===== src/rtl/rr_pkg.sv =====
package rr_pkg;
  function automatic int unsigned safe_w(input int unsigned n);
    return (n > 1) ? $clog2(n) : 1;
  endfunction

  function automatic int unsigned calc_refi(input int unsigned ret, input int unsigned margin,
                                            input int unsigned reads);
    int unsigned q;
    q = (ret > margin) ? (ret - margin) / reads : 0;
    return (q == 0) ? 1 : q;
  endfunction
endpackage


===== src/rtl/rr_interval_timer.sv =====
module rr_interval_timer #(
  parameter int unsigned REFI = 4
) (
  input  logic clk_i,
  input  logic rst_ni,
  input  logic tick_i,
  output logic expire_o
);
  localparam int unsigned CW = rr_pkg::safe_w(REFI);
  localparam logic [CW-1:0] RELOAD = CW'(REFI - 1);

  logic [CW-1:0] cnt_q;

  assign expire_o = tick_i && (cnt_q == '0);

  always_ff @(posedge clk_i or negedge rst_ni) begin
    if (!rst_ni) begin
      cnt_q <= RELOAD;
    end else if (tick_i) begin
      if (cnt_q == '0) cnt_q <= RELOAD;
      else             cnt_q <= cnt_q - 1'b1;
    end
  end
endmodule


===== src/rtl/rr_pending_ctr.sv =====
module rr_pending_ctr #(
  parameter int unsigned MAX_DEFER = 8
) (
  input  logic clk_i,
  input  logic rst_ni,
  input  logic inc_i,
  input  logic dec_i,
  output logic nonzero_o,
  output logic overdue_o
);
  localparam int unsigned PW = rr_pkg::safe_w(MAX_DEFER + 1);
  localparam logic [PW:0] LIMIT = (PW+1)'(MAX_DEFER);

  logic [PW-1:0] pend_q;
  logic [PW:0]   sum;
  logic          ovd_q;

  always_comb begin
    sum = {1'b0, pend_q} + {{PW{1'b0}}, inc_i};
    if (dec_i && (pend_q != '0)) sum = sum - 1'b1;
    if (sum > LIMIT) sum = LIMIT;
  end

  always_ff @(posedge clk_i or negedge rst_ni) begin
    if (!rst_ni) begin
      pend_q <= '0;
      ovd_q  <= 1'b0;
    end else begin
      pend_q <= sum[PW-1:0];
      if ({1'b0, pend_q} == LIMIT) ovd_q <= 1'b1;
    end
  end

  assign nonzero_o = (pend_q != '0);
  assign overdue_o = ovd_q;
endmodule


===== src/rtl/rr_addr_seq.sv =====
module rr_addr_seq #(
  parameter int unsigned BANKS = 2,
  parameter int unsigned ROWS  = 8192,
  parameter int unsigned BW    = 1,
  parameter int unsigned RW    = 13
) (
  input  logic          clk_i,
  input  logic          rst_ni,
  input  logic          adv_i,
  output logic [BW-1:0] bank_o,
  output logic [RW-1:0] row_o
);
  localparam logic [BW-1:0] LAST_BANK = BW'(BANKS - 1);
  localparam logic [RW-1:0] LAST_ROW  = RW'(ROWS - 1);

  logic [BW-1:0] bank_q;
  logic [RW-1:0] row_q;

  always_ff @(posedge clk_i or negedge rst_ni) begin
    if (!rst_ni) begin
      bank_q <= '0;
      row_q  <= '0;
    end else if (adv_i) begin
      if (bank_q == LAST_BANK) begin
        bank_q <= '0;
        row_q  <= (row_q == LAST_ROW) ? '0 : row_q + 1'b1;
      end else begin
        bank_q <= bank_q + 1'b1;
      end
    end
  end

  assign bank_o = bank_q;
  assign row_o  = row_q;
endmodule


===== src/rtl/rr_resource.sv =====
module rr_resource #(
  parameter int unsigned REFI      = 4,
  parameter int unsigned MAX_DEFER = 8,
  parameter int unsigned BANKS     = 2,
  parameter int unsigned ROWS      = 8192,
  parameter int unsigned BW        = 1,
  parameter int unsigned RW        = 13
) (
  input  logic          clk_i,
  input  logic          rst_ni,
  input  logic          tick_i,
  input  logic          busy_i,
  input  logic          grant_i,
  output logic          req_o,
  output logic [BW-1:0] bank_o,
  output logic [RW-1:0] row_o,
  output logic          overdue_o
);
  logic expire, nonzero, accept;

  rr_interval_timer #(.REFI(REFI)) u_timer (
    .clk_i, .rst_ni, .tick_i, .expire_o(expire)
  );

  // deferral: no request while the owner's transaction is running
  assign req_o  = nonzero && !busy_i;
  assign accept = req_o && grant_i;

  rr_pending_ctr #(.MAX_DEFER(MAX_DEFER)) u_pend (
    .clk_i, .rst_ni, .inc_i(expire), .dec_i(accept),
    .nonzero_o(nonzero), .overdue_o
  );

  rr_addr_seq #(.BANKS(BANKS), .ROWS(ROWS), .BW(BW), .RW(RW)) u_addr (
    .clk_i, .rst_ni, .adv_i(accept), .bank_o, .row_o
  );
endmodule


===== src/rtl/rowread_refresh.sv =====
module rowread_refresh #(
  parameter int unsigned NUM_RES         = 4,
  parameter int unsigned BANKS_PER_RES   = 2,
  parameter int unsigned ROWS            = 8192,
  parameter int unsigned RETENTION_TICKS = 64000,
  parameter int unsigned MARGIN_TICKS    = 4000,
  parameter int unsigned MAX_DEFER       = 8,
  localparam int unsigned BANK_W = rr_pkg::safe_w(BANKS_PER_RES),
  localparam int unsigned ROW_W  = rr_pkg::safe_w(ROWS)
) (
  input  logic                        clk_i,
  input  logic                        rst_ni,
  input  logic                        tick_i,
  input  logic [NUM_RES-1:0]          busy_i,
  input  logic [NUM_RES-1:0]          grant_i,
  output logic [NUM_RES-1:0]          req_o,
  output logic [NUM_RES*BANK_W-1:0]   bank_o,
  output logic [NUM_RES*ROW_W-1:0]    row_o,
  output logic [NUM_RES-1:0]          overdue_o
);
  localparam int unsigned REFI =
    rr_pkg::calc_refi(RETENTION_TICKS, MARGIN_TICKS, ROWS * BANKS_PER_RES);

  for (genvar g = 0; g < NUM_RES; g++) begin : g_res
    rr_resource #(
      .REFI(REFI), .MAX_DEFER(MAX_DEFER), .BANKS(BANKS_PER_RES),
      .ROWS(ROWS), .BW(BANK_W), .RW(ROW_W)
    ) u_res (
      .clk_i,
      .rst_ni,
      .tick_i,
      .busy_i   (busy_i[g]),
      .grant_i  (grant_i[g]),
      .req_o    (req_o[g]),
      .bank_o   (bank_o[g*BANK_W +: BANK_W]),
      .row_o    (row_o[g*ROW_W +: ROW_W]),
      .overdue_o(overdue_o[g])
    );
  end
endmodule


===== config.mk =====
export PLATFORM = sky130hd
export DESIGN_NAME = rowread_refresh
export DESIGN_NICKNAME = d
export VERILOG_FILES = /design/src/rtl/rr_pkg.sv /design/src/rtl/rr_interval_timer.sv /design/src/rtl/rr_pending_ctr.sv /design/src/rtl/rr_addr_seq.sv /design/src/rtl/rr_resource.sv /design/src/rtl/rowread_refresh.sv
export SDC_FILE = /design/constraint.sdc
export NUM_CORES = 1
export LEC_CHECK = 0
export BUFFER_PORTS_ARGS = -buffer_cell sky130_fd_sc_hd__buf_4
export CAP_MARGIN = 20
export CORE_MARGIN = 1
export CORE_UTILIZATION = 62
export DETAILED_ROUTE_END_ITERATION = 10
export GPL_TIMING_DRIVEN = 1
export PLACE_DENSITY = 0.9
export SLEW_MARGIN = 5
export SYNTH_ARGS = -nofsm -noshare
export SYNTH_HDL_FRONTEND = slang
export SYNTH_SLANG_ARGS = --single-unit

===== constraint.sdc =====
create_clock -name clk_i -period 6.2 [get_ports clk_i]
set_clock_uncertainty 0.05 [all_clocks]
set_input_delay 1.24 -clock clk_i [delete_from_list [all_inputs] [get_ports clk_i]]
set_output_delay 1.24 -clock clk_i [all_outputs]
set_load 0.03 [all_outputs]

# [Yosys cells after proc, flatten, opt, wreduce, memory -nomap -nowiden]
# Cells that the tools add are included.
[classes] magnitude_cmp=4 addsub=20 n_eq_ne=8 reduce_logical=32 muxes=20
[op_table] operator="adder 13 x 1 -> 13 bit (second input constant)" count=4
[op_table] operator="equality test 13 bit (second input constant)" count=4
[op_table] operator="2-to-1 mux 13 bit" count=4
[op_table] operator="adder 4 x 1 -> 5 bit" count=4
[op_table] operator="> comparator 5 x 4 -> 1 bit (second input constant)" count=4
[op_table] operator="2-to-1 mux 5 bit" count=4
[op_table] operator="subtractor 5 x 1 -> 5 bit (second input constant)" count=4
[op_table] operator="equality test 4 bit (second input constant)" count=4
[op_table] operator="logical AND 1 bit" count=16
[op_table] operator="2-to-1 mux 4 bit" count=4
[op_table] operator="nonzero test 4 bit" count=4
[op_table] operator="zero test 2 bit" count=4
[op_table] operator="2-to-1 mux 2 bit" count=4
[op_table] operator="AND reduction 2 bit" count=4
[op_table] operator="subtractor 2 x 1 -> 2 bit (second input constant)" count=4
[op_table] operator="adder 1 bit (second input constant)" count=4
[op_table] operator="zero test 1 bit" count=4
[op_table] operator="2-to-1 mux 1 bit" count=4
[word_totals] reg_bits=84 inputBits=11 output_inout_bits=64 elab_cells=104

# [Longest topological paths before layout]
[logic_depth] word_depth=7 depth_mapped=11 mapped_depth_nobuf=11

# [Modules after synthesis]
# From an unflattened synthesis, not the netlist that was laid out.
[unflattened] hier_cells=501 area_unflattened_um2=5176.2
[by_module_without_submodules] mod="rr_addr_seq" area_each_um2=729.4 cells_per_inst=65 seq_area_each_um2=350.3 n_inst=4
[by_module_without_submodules] mod="rr_pending_ctr at g_res[1].u_res.u_pend ..." area_each_um2=442.9 cells_per_inst=48 seq_area_each_um2=125.1 n_inst=3
[by_module_without_submodules] mod="rr_interval_timer" area_each_um2=108.9 cells_per_inst=11 seq_area_each_um2=51.3 n_inst=4
[by_module_without_submodules] mod="rr_pending_ctr at g_res[0].u_res.u_pend" area_each_um2=434.2 cells_per_inst=45 seq_area_each_um2=125.1 n_inst=1
[by_module_without_submodules] mod="rr_resource" area_each_um2=15.0 cells_per_inst=2 seq_area_each_um2=0.0 n_inst=4

# [Least setup slack after synthesis]
# OpenSTA, ideal clock, no wires.
[synth_path] path_kind="input-to-reg" from="in tick_i" to="reg g_res[0].u_res.u_pend.pend_q[1]" setup_time_ps=110 required_ps=6040 arrival_ps=3116 n_path_buf=2 cell_stages=11 path_slack_ps=2924 cell_sequence="clkbuf_1 > clkbuf_1 > and2_1 > ha_1 > ha_1 > inv_1 > ha_1 > nand3b_1 > nand4_1 > o21ai_1 > o41ai_1"
[synth_between] elab_chain_len=6
[synth_lines] item="from (decl)" line="rowread_refresh.sv:13" rtl="input logic tick_i,"
[synth_lines] item="logical AND 1 bit (*)" line="rr_interval_timer.sv:14" rtl="assign expire_o = tick_i && (cnt_q == '0);"
[synth_lines] item="adder 4 x 1 -> 5 bit (*)" line="rr_pending_ctr.sv:19" rtl="sum = {1'b0, pend_q} + {{PW{1'b0}}, inc_i};"
[synth_lines] item="subtractor 5 x 1 -> 5 bit" line="rr_pending_ctr.sv:20" rtl="if (dec_i && (pend_q != '0)) sum = sum - 1'b1;"
[synth_lines] item="2-to-1 mux 5 bit (*)" line="rr_pending_ctr.sv:20"
[synth_lines] item="> comparator 5 x 4 -> 1 bit" line="rr_pending_ctr.sv:21" rtl="if (sum > LIMIT) sum = LIMIT;"
[synth_lines] item="2-to-1 mux 4 bit (*)" line="rr_pending_ctr.sv:21"
[synth_lines] item="net g_res[0].u_res.u_pend.sum[1]" line="rr_pending_ctr.sv:15" rtl="logic [PW:0] sum;"
[synth_lines] item="to (signal assigned)" line="rr_pending_ctr.sv:29" rtl="pend_q <= sum[PW-1:0];"
[synth_lines] item="to (decl)" line="rr_pending_ctr.sv:14" rtl="logic [PW-1:0] pend_q;"
# The timed path passes the listed nets; every way through them passes the cells marked *.
# A chain may end at the register's enable or synchronous reset.

# [Worst setup path after layout]
[layout_path] from="in tick_i" to="reg g_res[1].u_res.u_pend.pend_q[0]"
[layout_between] elab_chain_len=6
[layout_lines] item="logical AND 1 bit (*)" line="rr_interval_timer.sv:14"
[layout_lines] item="adder 4 x 1 -> 5 bit (*)" line="rr_pending_ctr.sv:19"
[layout_lines] item="subtractor 5 x 1 -> 5 bit" line="rr_pending_ctr.sv:20"
[layout_lines] item="2-to-1 mux 5 bit (*)" line="rr_pending_ctr.sv:20"
[layout_lines] item="> comparator 5 x 4 -> 1 bit" line="rr_pending_ctr.sv:21"
[layout_lines] item="2-to-1 mux 4 bit (*)" line="rr_pending_ctr.sv:21"
[layout_lines] item="net g_res[1].u_res.u_pend.sum[0]" line="rr_pending_ctr.sv:15"
[layout_lines] item="to (signal assigned)" line="rr_pending_ctr.sv:29"
[layout_lines] item="to (decl)" line="rr_pending_ctr.sv:14"
# Marks and branches as above.

==> summary.txt <==
Outcome -> complete, no violations
Vias in the first global route -> 3839
Starting DRT DRC Count -> 188
Inserted Diodes -> 0
Die Height -> 90.0 um
Crit path DAT -> 3.26 ns
Clock transition at path regs -> 0.08 ns
Initial antenna violation count -> 0
Final non-filler cell total -> 666
Die area -> 0.00809 sq mm
Final setup TNS -> 0 ns
Post-CTS setup buffer count -> 0
Startpoint types -> input port
Skew-Pair Late Insertion Delay -> 0.34 ns
Peak supply drop -> 274 uV
Leakage -> 2.54 nW
Critical path type -> in2reg
Post-CTS Resized -> 0
Nets -> 597
Post-synth ARST share -> 1.00
Initial DRT Pass Iterations -> 5
Area Growth Syn to Fin -> 15.8%
Post-placement cell count -> 649
Critical-path cell list -> buf_4 -> and2_1 -> ha_1 -> ha_1 -> inv_1 -> ha_1 -> inv_1 -> o2111ai_1 -> o31ai_1 -> o41ai_1
Post-Synthesis Cells -> 495
Residual DRC count -> 0
Pins Over Slew Limit -> 0
Clock Sinks -> 84
Final Hold Vio Count -> 0
Slowest stage cell, crit path -> o41ai_1
Area of placed instances -> 0.00536 sq mm
Worst path most repeated cell -> ha_1
Hold Buf Count CTS -> 0
Worst slew margin -> 0.560
Chip width -> 90.0 um
Worst-Margin Slew -> 0.651 ns
Final number of setup-violating endpoints -> 0
Root Buffer -> clkbuf_8
Core Footprint -> 0.00737 sq mm
Share of cells above drive strength 1 -> 0.185
Fillers -> 551
Flops & latches, synth -> 84
Final Cycle Share -> 0.497
Clock buffer depth -> 2
Post-synth top flop -> dfrtp_1
CTS tree -> yes
Gr ovfl total -> 0
WP data required -> 6.37 ns
Post-route design area -> 0.00556 sq mm
Post-Syn Nets -> 530
Largest net degree at the start of global routing -> 85
Final hold slack -> 0.429 ns
Starting Density -> 0.651
Commonest non-fill, non-tap cell in the layout -> dfrtp_1
F_max -> 0.324 GHz
Synth warn -> 0
Routed WL per cell -> 15.0 um
RePlAce Congestion -> 0.911
Ports -> 75
RSZ-0062 raised after global routing -> no
Mapped Area -> 0.00480 sq mm
CP Capture Type -> register
Worst Path Max Fanout -> 17
Final ANT Viol Nets -> 0
First-pass GRT wire length -> 17200 um
Inserted Clock Buffers -> 9
Largest stage delay on the critical path -> 0.35 ns
Hold/Removal Path Class -> reg2reg
Vias per cell -> 6.05
Syn_area_per_cell -> 9.69 sq um
Site Rows -> 31
Clock H-tree levels -> 3
Quantity of I/O buffers inserted on ports -> 74
GRT Total Usage -> 0.254
Min Tclk post-route -> 3.08 ns
Final WL -> 9990 um
Max_cap viols -> 0
Unique masters post-synth -> 46
Post-synthesis sequential area ratio -> 0.439
Leading cell types in the layout, fill and taps excluded -> dfrtp_1, buf_4, nand2_1
Post-DP HPWL -> 7230 um
DR vias -> 4029
Post-synth EDFFs -> 0
Pwr/cell area -> 390 mW/mm^2
## cell type report
| type | instances | area [sq um] | area share |
|---|---|---|---|
| inverters | 23 | 86.3 | 0.0155 |
| clock inverters | 4 | 25.0 | 0.00450 |
| flip-flops and latches | 84 | 2110 | 0.379 |
| well taps | 99 | 124 | 0.0223 |
| repair buffers | 75 | 583 | 0.105 |
| clock buffers | 12 | 145 | 0.0261 |
| multi-input cells | 369 | 2480 | 0.447 |
## flip-flops by register name, summed over array words and instances (netlist names)
| signal | count |
|---|---|
| g_res.u_res.u_timer.cnt_q | 8 |
| g_res.u_res.u_addr.bank_o | 4 |
| g_res.u_res.u_pend.pend_q | 16 |
| g_res.u_res.u_pend.overdue_o | 4 |
| g_res.u_res.u_addr.row_o | 52 |
## cells by family after synthesis
logic type | synth area share
AO/OA/AOI/OAI | 0.0965
XOR/XNOR | 0.101
adder cells (fa/ha/maj) | 0.0626
buffers and inverters | 0.0428
flip-flops | 0.439
multiplexers | 0.00861
AND/OR/NAND/NOR | 0.249
## path summary, 6_finish.rpt
path,from,endpoint,slack [ns],cells after the start
worst max-delay path,tick_i,g_res[1].u_res.u_pend.pend_q[0]$_DFF_PN0_,3.12,10
worst min-delay path,g_res[2].u_res.u_pend.overdue_o$_DFFE_PN0N_,g_res[2].u_res.u_pend.overdue_o$_DFFE_PN0N_,0.43,1
worst max register to register,g_res[1].u_res.u_timer.cnt_q[1]$_DFFE_PN1P_,g_res[1].u_res.u_pend.pend_q[0]$_DFF_PN0_,3.49,11
worst min register to register,g_res[2].u_res.u_pend.overdue_o$_DFFE_PN0N_,g_res[2].u_res.u_pend.overdue_o$_DFFE_PN0N_,0.43,1
max in group asynchronous,rst_ni,g_res[1].u_res.u_timer.cnt_q[1]$_DFFE_PN1P_,4.65,2
min in group asynchronous,rst_ni,g_res[0].u_res.u_addr.row_o[9]$_DFFE_PN0P_,0.78,1
## synthesized netlist by cell type, types with 2 or more instances
master | instances | area, sq um
o31ai_1 | 5 | 37.5
o41ai_1 | 9 | 78.8
and4_1 | 7 | 61.3
dfstp_2 | 4 | 105
inv_1 | 23 | 86.3
nor4b_1 | 6 | 52.6
or3_1 | 10 | 62.6
nand4_1 | 20 | 125
xnor2_1 | 31 | 272
or4_1 | 9 | 67.6
clkbuf_1 | 5 | 18.8
and3_1 | 10 | 62.6
a21oi_1 | 19 | 95.1
dfrtp_1 | 80 | 2000
ha_1 | 24 | 300
nand3b_1 | 8 | 60.1
xor3_1 | 2 | 47.6
a31oi_1 | 5 | 31.3
nor3_1 | 12 | 60.1
or2_2 | 5 | 31.3
nand2b_1 | 2 | 12.5
nand3_1 | 30 | 150
a21o_1 | 4 | 30.0
o21ai_1 | 5 | 25.0
nor4_1 | 7 | 43.8
o21ai_0 | 23 | 115
nand2_1 | 51 | 191
a211oi_1 | 2 | 15.0
nor4_2 | 3 | 37.5
buf_4 | 12 | 90.1
or4b_1 | 2 | 20.0
mux2i_1 | 3 | 30.0
and2_1 | 5 | 31.3
xor2_1 | 16 | 140
nor2b_1 | 4 | 25.0
nor2_1 | 22 | 82.6
## critical path: cells and delay by family
family	cells	cell delay (ns)
buffers and inverters	3	0.33
AND/OR/NAND/NOR	1	0.17
AO/OA/AOI/OAI	3	0.79
adder cells (fa/ha/maj)	3	0.71
## metal layers
metal	wire (um)	track usage	up-vias
met5	0	0	-
met2	5040	0.445	110
met4	137	0.0847	0
li1	-	-	1931
met3	395	0.0347	14
met1	4420	0.327	1974
## through the flow
| stage | power [W] | worst slack (ns) | util |
|---|---|---|---|
| 2_1_floorplan | 0.00158 | 2.92 | - |
| 3_3_place_gp | 0.00177 | 2.97 | 0.727 |
| 3_5_place_dp | 0.00182 | 2.81 | 0.727 |
| 4_1_cts | 0.00217 | 3.15 | 0.750 |
| 5_1_grt | 0.00233 | 3.04 | 0.754 |
| 6_report | 0.00217 | 3.12 | 0.754 |
## power by group
| group | switching, W | total, W | internal (W) |
|---|---|---|---|
| Clock | 0.000186 | 0.000342 | 0.000156 |
| Sequential | 0.000171 | 0.000854 | 0.000683 |
| Combinational | 0.000565 | 0.000970 | 0.000406 |
| Total | 0.000922 | 0.00217 | 0.00124 |
Power figures use the tool's default switching activity.
